`src/rtl/playback_seq.sv`:
```
module playback_seq #(
  parameter int DW   = 16,
  parameter int AW   = 11,
  parameter int DLYW = 15,
  localparam int LW  = AW + 1
) (
  input  logic            clk,
  input  logic            rst_n,
  input  logic            mode_wr,
  input  logic [1:0]      mode_in,
  input  logic [DLYW-1:0] delay_in,
  input  logic [LW-1:0]   length_in,
  input  logic            trigger,
  output logic            ram_rd,
  output logic [AW-1:0]   ram_addr,
  input  logic [DW-1:0]   ram_data,
  output logic [DW-1:0]   out_data,
  output logic            out_valid,
  output logic [1:0]      status
);

  localparam logic [2:0] S_IDLE  = 3'd0;
  localparam logic [2:0] S_ARMED = 3'd1;
  localparam logic [2:0] S_WAIT  = 3'd2;
  localparam logic [2:0] S_SHOT  = 3'd3;
  localparam logic [2:0] S_LOOP  = 3'd4;

  logic [2:0]      state;
  logic [AW-1:0]   idx;
  logic [LW-1:0]   len_q;
  logic [DLYW-1:0] dly_q, dcnt;

  wire len_ok    = length_in != '0;
  wire wr_idle   = mode_wr && mode_in == 2'd0;
  wire wr_single = mode_wr && mode_in == 2'd1;
  wire wr_loop   = mode_wr && mode_in == 2'd2;
  wire stop_now  = state == S_LOOP && wr_idle;
  wire last      = idx == len_q[AW-1:0] - 1'b1;

  assign ram_rd   = (state == S_SHOT || state == S_LOOP) && !stop_now;
  assign ram_addr = idx;
  assign out_data = ram_data;
  assign status   = (state == S_SHOT || state == S_LOOP)  ? 2'd2 :
                    (state == S_ARMED || state == S_WAIT) ? 2'd1 : 2'd0;

  always_ff @(posedge clk) begin
    if (!rst_n) begin
      state     <= S_IDLE;
      idx       <= '0;
      len_q     <= '0;
      dly_q     <= '0;
      dcnt      <= '0;
      out_valid <= 1'b0;
    end else begin
      out_valid <= ram_rd;
      case (state)
        S_IDLE: begin
          idx <= '0;
          if (wr_single && len_ok) begin
            len_q <= length_in;
            dly_q <= delay_in;
            state <= S_ARMED;
          end else if (wr_loop && len_ok) begin
            len_q <= length_in;
            state <= S_LOOP;
          end
        end
        S_ARMED: if (trigger) begin
          if (dly_q == '0) state <= S_SHOT;
          else begin
            dcnt  <= dly_q;
            state <= S_WAIT;
          end
        end
        S_WAIT: begin
          if (dcnt == DLYW'(1)) state <= S_SHOT;
          else dcnt <= dcnt - 1'b1;
        end
        S_SHOT: begin
          idx <= idx + 1'b1;
          if (last) state <= S_IDLE;
        end
        S_LOOP: begin
          if (stop_now) state <= S_IDLE;
          else idx <= last ? '0 : idx + 1'b1;
        end
        default: state <= S_IDLE;
      endcase
    end
  end

endmodule

```
`config.mk`:
```
export PLATFORM = sky130hd
export DESIGN_NAME = playback_seq
export DESIGN_NICKNAME = d
export VERILOG_FILES = /design/src/rtl/playback_seq.sv
export SDC_FILE = /design/constraint.sdc
export NUM_CORES = 1
export LEC_CHECK = 0
export ABC_AREA = 1
export BUFFER_PORTS_ARGS = -buffer_cell sky130_fd_sc_hd__buf_2
export CAP_MARGIN = 20
export CELL_PAD_IN_SITES_DETAIL_PLACEMENT = 0
export CELL_PAD_IN_SITES_GLOBAL_PLACEMENT = 1
export CORE_ASPECT_RATIO = 1.5
export CORE_MARGIN = 2
export CORE_UTILIZATION = 40
export CTS_CLUSTER_SIZE = 24
export DETAILED_ROUTE_END_ITERATION = 16
export PLACE_DENSITY_LB_ADDON = 0.1
export SLEW_MARGIN = 30
export SYNTH_ARGS = -nofsm -noshare
export SYNTH_HDL_FRONTEND = slang
export SYNTH_SLANG_ARGS = --single-unit
```
`constraint.sdc`:
```
create_clock -name clk -period 4.24 [get_ports clk]
set_input_delay 0.212 -clock clk [delete_from_list [all_inputs] [get_ports clk]]
set_output_delay 0.212 -clock clk [all_outputs]
set_load 0.1 [all_outputs]
```
After elaboration in Yosys (flattened, before gate mapping):

Cells that the tools add are included.

* register bits after elaboration: 56
* bits in latches: 0
* RAM bits: 0
* memory bits (read-only): 0
* word-level logic and storage cells: 66
* memories kept: 0

* add/sub/neg operators: 3
* multiply operators: 0
* div/mod/pow operators: 0
* $lt $le $gt $ge: 0
* equality and inequality tests: 16
* shifts and indexed selects: 0
* mux-type cells: 19
* bitwise logic cells: 0
* reduce and logical (&&, ||, !) cells: 22

Operators by type and width (number)
* 2-to-1 mux 15 bit: 3
* 2-to-1 mux 11 bit: 4
* case mux 11 bit (3 select lines): 1
* case mux 15 bit (2 select lines): 1
* 2-to-1 mux 3 bit: 6
* == test 15 x 1 -> 1 bit, second input constant: 1
* zero test 15 bit: 1
* case mux 3 bit (5 select lines): 1
* subtractor 15 x 1 -> 15 bit, second input constant: 1
* != test 2 bit, second input constant: 6
* nonzero test 12 bit: 1
* adder 11 x 1 -> 11 bit, second input constant: 1
* == test 11 bit: 1
* subtractor 11 x 1 -> 11 bit, second input constant: 1
* logical AND 1 bit: 7
* == test 3 x 2 -> 1 bit, second input constant: 2
* AND reduction 2 bit: 3
* AND reduction 5 bit: 1
* AND reduction 4 bit: 1
* nonzero test 2 bit: 2
* == test 3 x 1 -> 1 bit, second input constant: 1
* == test 3 bit, second input constant: 1
* zero test 3 bit: 1
* != test 3 bit, second input constant: 1
* 9 further kinds: 11

Longest topological paths before layout:

Gate-level depths: netlist of run 1.

* depth in word-level cells: 6
* mapped depth: 15

Worst setup path before layout of run 1:

No wires, ideal clock.

* kind: reg2reg
* from: register idx[1], in the netlist ram_addr[1]
* to: register idx[10], in the netlist ram_addr[10]
* library setup time: 0.065 ns
* arrival: 2.212 ns
* data required time: 4.175 ns
* setup slack: 1.963 ns
* stages on the path, launching flop included: 9
* buffers on the path: 0
* clock period less this slack: 2.277 ns
* cells stage by stage: dfxtp_1 > ha_1 > nand2_1 > nor3_1 > nand4_1 > nor2_1 > nand2_1 > xor2_1 > nor2_1

* longest elaborated chain between the ends: 4
* elaborated cells between the ends (all ways): 5
* those cells by class: add/sub: 1; eq/ne: 1; mux: 3

Ends and longest elaborated chain
* from (decl): RTL line 29 `logic [AW-1:0] idx;`
* from (signal assigned): RTL line 80 `idx <= idx + 1'b1;`
* from (signal assigned): RTL line 85 `else idx <= last ? '0 : idx + 1'b1;`
* adder 11 x 1 -> 11 bit / == test 11 bit (equally long branches): RTL line 80, 85, 38
* 2-to-1 mux 11 bit: RTL line 85
* 2-to-1 mux 11 bit: RTL line 84 `if (stop_now) state <= S_IDLE;`
* case mux 11 bit (3 select lines) (*): RTL line 56 `case (state)`

Every way passes the cells marked *; elsewhere a longest branch is shown, timed or not. The select of a mux whose other input is x is not followed.
A chain may end at the register's enable or synchronous reset.

Worst setup path in the final report of run 1:

* from: register state[1]
* to: register dcnt[0]

* longest elaborated chain between the ends: 3
* elaborated cells between the ends (all ways): 8
* those cells by class: eq/ne: 5; mux: 1; reduce/logical: 2

Ends and longest elaborated chain
* from (decl): RTL line 28 `logic [2:0] state;`
* from (signal assigned): RTL line 48 `state <= S_IDLE;`
* from (signal assigned): RTL line 62 `state <= S_ARMED;`
* from (signal assigned): RTL line 65 `state <= S_LOOP;`
* == test 3 x 2 -> 1 bit / == test 3 x 1 -> 1 bit (equally long branches): RTL line 56
* != test 2 bit (no source line) / nonzero test 2 bit (equally long branches)
* AND reduction 4 bit (no source line)
* to (signal assigned): RTL line 71 `dcnt <= dly_q;`
* to (signal assigned): RTL line 77 `else dcnt <= dcnt - 1'b1;`
* to (decl): RTL line 31 `logic [DLYW-1:0] dly_q, dcnt;`

Several ways; a longest one is shown, not always the timed one.

==> metrics.txt, run 1 <==
clock sinks between 50 and 60; Worst Path Required 4.42 ns; CP peak stage delay 0.42 ns; most used cell, CP inv_2; CP startpoint kind register; clock slew at reported path FFs roughly 0.07 ns; clk buf depth 2; PostCTS Resize Cnt 0; period utilization 0.567; Die Area a little under 0.009 mm²; # IOs 80; H-tree levels 2; maxcap violations 0; largest net degree at the start of global routing 33; Iter 0 DRT Violations 76; CTS tree done; Worst Tran Pin Value roughly 0.56 ns; Peak Freq 416 MHz; hpwl dp 6660 µm; critical path endpoint dcnt[0]$_SDFFE_PN0P_; headroom to the max-slew limit 0.629; Synth cell types 33; GR Overflow Total 0; Fin. Hold Viols 0; Remaining DRCs 0; DRT Pass-1 Iters 6; post-detailed-route count of antenna-violating nets 0; CP Depth 11; origin of the critical flop-to-flop path state[1]$_SDFFE_PN0P_; Root Driver clkbuf_16; Cell Area, Synth 0.00326 mm²; number of flops mapped to enable cells by yosys 0; total CTS buffers 5; die height roughly 110 µm; Final min period between 2 and 2.5 ns; CP arrival 2.59 ns; port bufs between 40 and 50; RSZ-0062 raised after global routing false; outcome finished, final reports clean; CP max stage cell nor3_4; Mapped Cells 492; share of cells above drive strength 1 0.132; Final Setup Violations 0; hold-fix buffers at CTS 0; post-route setup TNS 0 ns; vias in the first global route between 3000 and 4000; total power 2.28 mW; Post-synth top flop dfxtp_1; maximum fanout along the worst path 24; Synth Register Bits 56; Avg Inst Size Synth between 6 and 7 µm²; routed wire length between 8000 and 9000 µm; gpl congestion 0.853; Final Net Count 568; CP Cell Sequence inv_2 > nor3_4 > inv_2 > nand2_2 > o21ai_1 > inv_2 > nand2_2 > nor2_8 > inv_2 > o21ai_0 > a21oi_1; worst setup path start state[1]$_SDFFE_PN0P_; endpoint class of the critical path register; Via density 4.99; Final WS setup ~1.8 ns; Synth async-reset ratio 0; delay-heaviest family, CP simple AND/OR/NAND/NOR gates; fillers 856; power per cell area between 600 and 700 mW/mm²; worst-case reg-to-reg path depth 11; core area 0.00796 mm²; Die Wd 77.7 µm; first-pass GRT wire length about 14000 µm; syn nets 545; R2R setup slack 1.84 ns; crit path buf inv count 4; area delta synth->final 9.59%; Seq/Total Area, Yosys 0.344; top post-synthesis cells by area dfxtp_1 (34%), nand2_1 (12%), a21oi_1 (6.9%); Pleak between 1.5 and 2 nW; drt wl/cell 13.6 µm; post-synth top area share 0.344; Clock Skew 0.00532 ns; initial core utilization 0.410; Hold Crit Class in2reg; total number of vias 3098; postcts setup bufs 0; Ys Warns 0; Rows 40; Global Route Usage Sum 0.201; top-count cell post-synth nand2_1; commonest cells in the netlist nand2_1 (100), nor2_1 (59), inv_1 (57); WS Path Type reg2reg; pre-CTS setup slack 1.83 ns; Slew Limit Fails 0; antenna violations before repair 0; Inserted Diodes 0; reg-to-reg endpoint dcnt[0]$_SDFFE_PN0P_; Clock Latency Late Sink about 0.29 ns; peak supply drop around 0.29 mV; largest area contributor in the synthesized netlist dfxtp_1
-- tightest hold or removal path, cell delays in order --
cell	delay (ns)
buf_2	0.09
nand2_1	0.05
a21oi_1	0.05
-- metrics by stage --
stage,instance area (µm²),hold slack [ns],util,cells
after floorplan,3260,0.347,-,492
after global placement,3430,0.425,0.431,613
after detailed placement,3430,0.425,0.431,613
after CTS,3570,0.157,0.449,621
after global routing,3570,0.168,0.449,621
final,3570,0.161,0.449,621
-- flip-flops by register name, indices dropped and copies added (netlist names) --
name	cells
out_valid	1
len_q	11
dcnt	15
ram_addr	11
dly_q	15
state	3
-- cell usage in the layout (no fill, tap or decap), types with 6 or more instances in the layout --
cell	Yosys	routed
nand2_1	100	100
nor2_1	59	59
inv_1	57	57
dfxtp_1	56	56
buf_2	4	47
a21oi_1	45	45
o21ai_0	43	43
nand3_1	26	26
nand4_1	11	11
xor2_1	11	11
nor3_1	6	6
o21ai_1	6	6
xnor2_1	6	6
-- logic make-up (layout without fill, tap and decap cells) --
kind of cell	count (synthesis)	count (layout)	synth area share
AND/OR/NAND/NOR	218	218	0.294
AO/OA/AOI/OAI	103	103	0.167
buffers and inverters	94	118	0.135
flip-flops	56	56	0.344
XOR/XNOR	17	17	0.0457
adder cells (fa/ha/maj)	4	4	0.0153
-- power breakdown --
| group | leakage (nW) | switching, mW | total (mW) | internal (mW) |
|---|---|---|---|---|
| clock network | 0.0712 | 0.183 | 0.420 | 0.236 |
| registers | 0.456 | 0.0796 | 0.693 | 0.613 |
| logic | 1.02 | 0.824 | 1.16 | 0.341 |
| total | 1.55 | 1.09 | 2.28 | 1.19 |
-- layout make-up --
type                       count  area, µm²  area share
tap                          105        131      0.0368
inverter                      62        233      0.0651
multi-input combinational    342       1700       0.475
sequential                    56       1120       0.314
timing repair buffer          48        243      0.0679
clock buffer                   8        146      0.0410
-- routing by layer --
layer  vias to the layer above  GRT usage  routed length, µm
met5                         -          0                  0
met4                         0     0.0917                258
met3                        13     0.0331                179
met2                        49      0.405               4780
met1                      1415      0.194               3240
li1                       1621          -                  -
-- worst min path at each step --
stage                              from                      to  cells after the start
after floorplan           length_in[10]  len_q[10]$_SDFFE_PN0P_                      2
after global placement     ram_data[10]            out_data[10]                      0
after detailed placement   ram_data[10]            out_data[10]                      0
after CTS                   delay_in[1]   dly_q[1]$_SDFFE_PN0P_                      3
after global routing       delay_in[12]  dly_q[12]$_SDFFE_PN0P_                      3
final                      delay_in[13]  dly_q[13]$_SDFFE_PN0P_                      3
Power figures use the tool's default switching activity.
==> run 2: changes to the inputs <==
Settings changed: ABC_AREA 1 to 0, CORE_UTILIZATION 40 to 35.
Clock period 4.24 ns to 2.2 ns, I/O delays scaled along.
==> run 2 against run 1 <==
The run now ends with negative setup slack left. Critical path depth shrank 1. Largest cell class unchanged. Power grew 100%. Critical path type unchanged. Largest power group unchanged. Sequential power grew 90%. Global-route usage shrank 0.62 points. Die area grew 11%. First-iteration DRC count grew 13%. Core utilization grew 0.18 points.
==> metrics.txt, run 2 <==
post-route setup TNS -0.0721 ns; Final WS setup -0.0281 ns; top-count cell post-synth nor2_1; CP arrival 2.42 ns; hold-fix buffers at CTS 0; failing checks negative setup slack; Storage cell area roughly 0.0011 mm²; RSZ-0062 raised after global routing true; WL met1 roughly 3400 µm; clock slew at reported path FFs 0.07 ns; most common cell after layout, fill and taps aside nor2_1; DRT Pass-1 Iters 4; clock sinks 56; endpoint class of the critical path register; number of flops mapped to enable cells by yosys 0; Worst Path Required 2.39 ns; top post-synthesis cells by area dfxtp_1 (35%), mux2i_1 (8.2%), nor2_1 (6.7%); Synth cell types 55; biggest regs dcnt: 15 flops, dly_q: 15 flops; delay-heaviest family, CP compound AO/OA/AOI/OAI gates; share of cells above drive strength 1 0.274; area of placed instances roughly 0.0038 mm²; met2 wire len 5340 µm; post-synth top area share 0.352; Die Wd 81.9 µm; area delta synth->final 24.9%; routed wire length 9090 µm; CP peak stage delay 0.42 ns; maxcap violations 0; fin area about 0.004 mm²; Slew Limit Fails 0; total number of vias between 2000 and 3000; WS Path Type reg2reg; maximum fanout along the worst path 10; Fin. Hold Viols 0; Rows 42; Ys Warns 0; gpl congestion 0.812; Remaining DRCs 0; CTS tree done; Final Setup Violations 12; clk buf depth 2; Via density 5.13; Final Net Count 516; Cell Area, Synth 0.00319 mm²; Clock Latency Late Sink 0.30 ns; top routing layer used met4; CP Cell Sequence inv_2 > ha_4 > nor4b_4 > or3_4 > a21oi_2 > o21ai_1 > a2111o_1 > o31ai_4 > buf_12 > o22ai_2; commonest cells in the netlist nor2_1 (57), dfxtp_1 (56), nand2_1 (56); syn nets 455; fillers 927; peak supply drop between 0.5 and 0.6 mV; first-pass GRT wire length 14600 µm; H-tree levels 2; CP max stage cell a2111o_1; drt wl/cell 15.8 µm; Global Route Usage Sum 0.195; # IOs 80; Worst Tran Pin Value 0.496 ns; port bufs 47; hpwl dp about 7100 µm; Inserted Diodes 0; crit path buf inv count 2; total CTS buffers 5; initial core utilization 0.361; outcome finished, violations left; Mapped Cells 402; Hold Crit Class in2reg; power per cell area 1160 mW/mm²; highest-count cells in the layout ignoring fill and taps nor2_1 (57), nand2_1 (56), buf_2 (46), dfxtp_1 (45), buf_4 (37); CP startpoint kind register; period utilization 1.01; Peak Freq 449 MHz; post-detailed-route count of antenna-violating nets 0; Synth async-reset ratio 0; Root Driver clkbuf_16; headroom to the max-slew limit 0.672; Multi-input gate area 0.00193 mm²; Iter 0 DRT Violations between 80 and 90; DR WL met3 approximately 230 µm; die height 121 µm; Die Area 0.00990 mm²; GR Overflow Total 0; largest net degree at the start of global routing 44; Clock Skew 0.00536 ns; hold slack 0.0394 ns; core area 0.00883 mm²; antenna violations before repair 0; post-layout util 0.451; largest area contributor in the synthesized netlist dfxtp_1; Avg Inst Size Synth ~7.9 µm²; Pleak 1.64 nW; Synth Register Bits 56; vias in the first global route 2936; Seq/Total Area, Yosys 0.352; Final min period 2.23 ns; Post-synth top flop dfxtp_1
## run 2: cell count changes after synthesis, moves of 18 or more
cell,change
inv_1,-50
o21ai_0,-34
a21oi_1,-18
mux2i_1,+26
nand3_1,-19
nand2_1,-44
## run 2: area by class of cell
type	instances	share of cell area
Inverter	9	0.00849
Clock inverter	2	0.00377
Multi-Input combinational cell	304	0.485
Clock buffer	6	0.0324
Sequential cell	56	0.288
Timing Repair Buffer	87	0.148
Tap cell	110	0.0346
## run 2: stage by stage
stage                     instances  power (mW)  setup slack, ns
after global routing            574        4.97           -0.110
after detailed placement        566        3.75          -0.0468
after global placement          566        3.73         -0.00722
after CTS                       574        4.58          -0.0619
after floorplan                 402        3.11          -0.0640
final                           574        4.63          -0.0281
## run 2: worst reg2reg max path, stage by stage (launching register included)
cell and delay (ns):
dfxtp_4 0.35, inv_2 0.04, ha_4 0.15, nor4b_4 0.13
or3_4 0.33, a21oi_2 0.14, o21ai_1 0.06, a2111o_1 0.42
o31ai_4 0.27, buf_12 0.16, o22ai_2 0.07
## run 2: metal layers
layer,vias up,track usage
met2,32,0.390
met4,0,0.0500
met5,-,0
li1,1507,-
met3,6,0.0351
met1,1399,0.197
## run 2: what timing repair did
action / 4_1_cts / 5_1_grt
pin swaps: 0 / 6
endpoints found under the setup margin: 12 / 26
gates resized for setup: 0 / 13
buffers inserted: 0 / 0
## run 2: final timing paths
check / cells after the start / endpoint / slack, ns / from
worst max-delay path: 10 / ram_addr[1]$_SDFFE_PN0P_ / -0.03 / len_q[0]$_SDFFE_PN0P_
worst min-delay path: 3 / dly_q[6]$_SDFFE_PN0P_ / 0.04 / delay_in[6]
worst max register to register: 10 / ram_addr[1]$_SDFFE_PN0P_ / -0.03 / len_q[0]$_SDFFE_PN0P_
worst min register to register: 2 / dcnt[7]$_SDFFE_PN0P_ / 0.48 / dcnt[7]$_SDFFE_PN0P_
## run 2: where the power goes
part | internal (mW) | switching, mW
sequential | 1.16 | 0.165
combinational | 1.09 | 1.40
clock | 0.427 | 0.385
total | 2.68 | 1.95
## run 2: cell families after synthesis
group	after synthesis	synth area share
buffers and inverters	42	0.0699
xor gates and xnor gates	22	0.0664
DFF	56	0.352
adders and majority gates	4	0.0157
AOI/OAI and AO/OA	72	0.140
and+or+nand+nor	179	0.271
muxes	27	0.0852
==> run 3: changes to the inputs <==
Settings changed: BUFFER_PORTS_ARGS -buffer_cell sky130_fd_sc_hd__buf_2 to unset, CORE_UTILIZATION 35 to 40, DONT_BUFFER_PORTS set to 1.
==> run 3 against run 2 <==
The flow now finishes without violations. Clock skew hardly changed. Via count grew 0.71%. Global-route usage is 3.0 points higher. Design area rose by 2.2%. Flip-flop and latch count stayed put. Largest power group unchanged.
==> metrics.txt, run 3 (same netlist as run 2, synthesis figures left out) <==
Final Net Count 510; maxcap violations 0; GR Overflow Total 0; Inserted Diodes 0; Slew Limit Fails 0; Clock Skew 0.00499 ns; DR WL met3 277 µm; largest net degree at the start of global routing 44; first-pass GRT wire length 15300 µm; top routing layer used met4; gpl congestion 0.827; Peak Freq about 450 MHz; initial core utilization 0.416; clock sinks between 50 and 60; area delta synth->final 27.7%; Pleak 1.60 nW; die height 113 µm; Global Route Usage Sum 0.225; Final min period 2.20 ns; Via density 5.29; worst setup path start len_q[0]$_SDFFE_PN0P_; post-layout util 0.531; drt wl/cell 16.6 µm; worst-case reg-to-reg path depth 10; postcts setup bufs 0; Hold Startpoint mode_in[0]; Final Setup Violations 0; Hold Crit Class in2reg; WS Path Type reg2reg; Root Driver clkbuf_16; Worst Path Required 2.38 ns; H-tree levels 2; routed wire length ~9300 µm; DRT Pass-1 Iters 5; origin of the critical flop-to-flop path len_q[0]$_SDFFE_PN0P_; total number of vias about 3000; fillers 756; headroom to the max-slew limit 0.548; Worst Tran Pin Value just under 0.7 ns; met2 wire len 5260 µm; period utilization 1.00; share of cells above drive strength 1 0.207; Fin. Hold Viols 0; total CTS buffers 5; maximum fanout along the worst path 4; highest-count cells in the layout ignoring fill and taps nand2_1 (56), nor2_1 (52), buf_4 (48), dfxtp_1 (45), dlygate4sd3_1 (28); core area 0.00766 mm²; Die Wd 76.9 µm; WL met1 around 3400 µm; Storage cell area 0.00114 mm²; antenna violations before repair 0; hold depth 3; Multi-input gate area 0.00190 mm²; vias in the first global route a little over 3000; endpoint class of the critical path register; CP arrival between 2 and 2.5 ns; biggest regs dcnt: 15 flops, dly_q: 15 flops; power per cell area between 1000 and 1500 mW/mm²; post-route setup TNS 0 ns; outcome finished, final reports clean; hpwl dp around 7000 µm; most common cell after layout, fill and taps aside nand2_1; CP startpoint kind register; Rows 39; # IOs 80; clk buf depth 2; port bufs 0; Remaining DRCs 0; post-detailed-route count of antenna-violating nets 0; RSZ-0062 raised after global routing true; Clock Latency Late Sink 0.30 ns; clock slew at reported path FFs 0.07 ns; Iter 0 DRT Violations 110; peak supply drop 0.726 mV; hold slack 0.0865 ns; CTS tree done; Die Area between 0.008 and 0.009 mm²
-- run 3: changes by cell type in the layout (fill, tap and decap cells not counted), sizes merged --
cell         change
buf             -34
clkbuf           -1
dlygate4sd3     +28
inv              +1
-- run 3: routing by layer --
layer	vias up	GRT usage
met4	0	0.115
met5	-	0
li1	1501	-
met2	69	0.437
met3	19	0.0383
met1	1376	0.226
-- run 3: cell type report --
class / count / share of cell area
Clock inverter: 3 / 0.00492
Clock buffer: 5 / 0.0308
Multi-Input combinational cell: 304 / 0.468
Timing Repair Buffer: 81 / 0.176
Inverter: 9 / 0.00830
Sequential cell: 56 / 0.281
Tap cell: 102 / 0.0314
-- run 3: critical path, stage by stage, from the launching register on --
cell and delay, ns:
dfxtp_4 0.35, inv_2 0.04, ha_4 0.15, nor4b_4 0.13, or3_1 0.33, a21oi_2 0.14, o21ai_1 0.07, a2111o_1 0.44
o31ai_4 0.23, buf_6 0.15, o22ai_2 0.06
-- run 3: final timing paths --
kind,end,slack (ns)
max,ram_addr[1]$_SDFFE_PN0P_,0.0005
min reg2reg,dcnt[7]$_SDFFE_PN0P_,0.49
min,state[2]$_SDFFE_PN0P_,0.09
max reg2reg,ram_addr[1]$_SDFFE_PN0P_,0.0005
-- run 3: repair_timing --
| item | CTS | global route |
|---|---|---|
| hold endpoints to repair | 28 | 0 |
| pin swaps | 15 | 4 |
| setup endpoints to repair | 12 | 18 |
| gates resized for setup | 7 | 6 |
| hold buffers | 28 | 0 |
-- run 3: through the flow --
stage / setup slack, ns / power (mW) / cell area [µm²] / std cells
finish: 0.000495 / 4.58 / 4070 / 560
global route: -0.135 / 4.91 / 4070 / 560
CTS: -0.0537 / 4.62 / 4050 / 560
detailed placement: -0.0591 / 3.72 / 3590 / 524
global placement: 0.00425 / 3.69 / 3590 / 524
floorplan: -0.0640 / 3.11 / 3230 / 402
-- run 3: power by group --
group	internal, mW	switching (mW)
combinational	1.07	1.40
sequential	1.16	0.154
clock	0.425	0.373
total	2.66	1.93
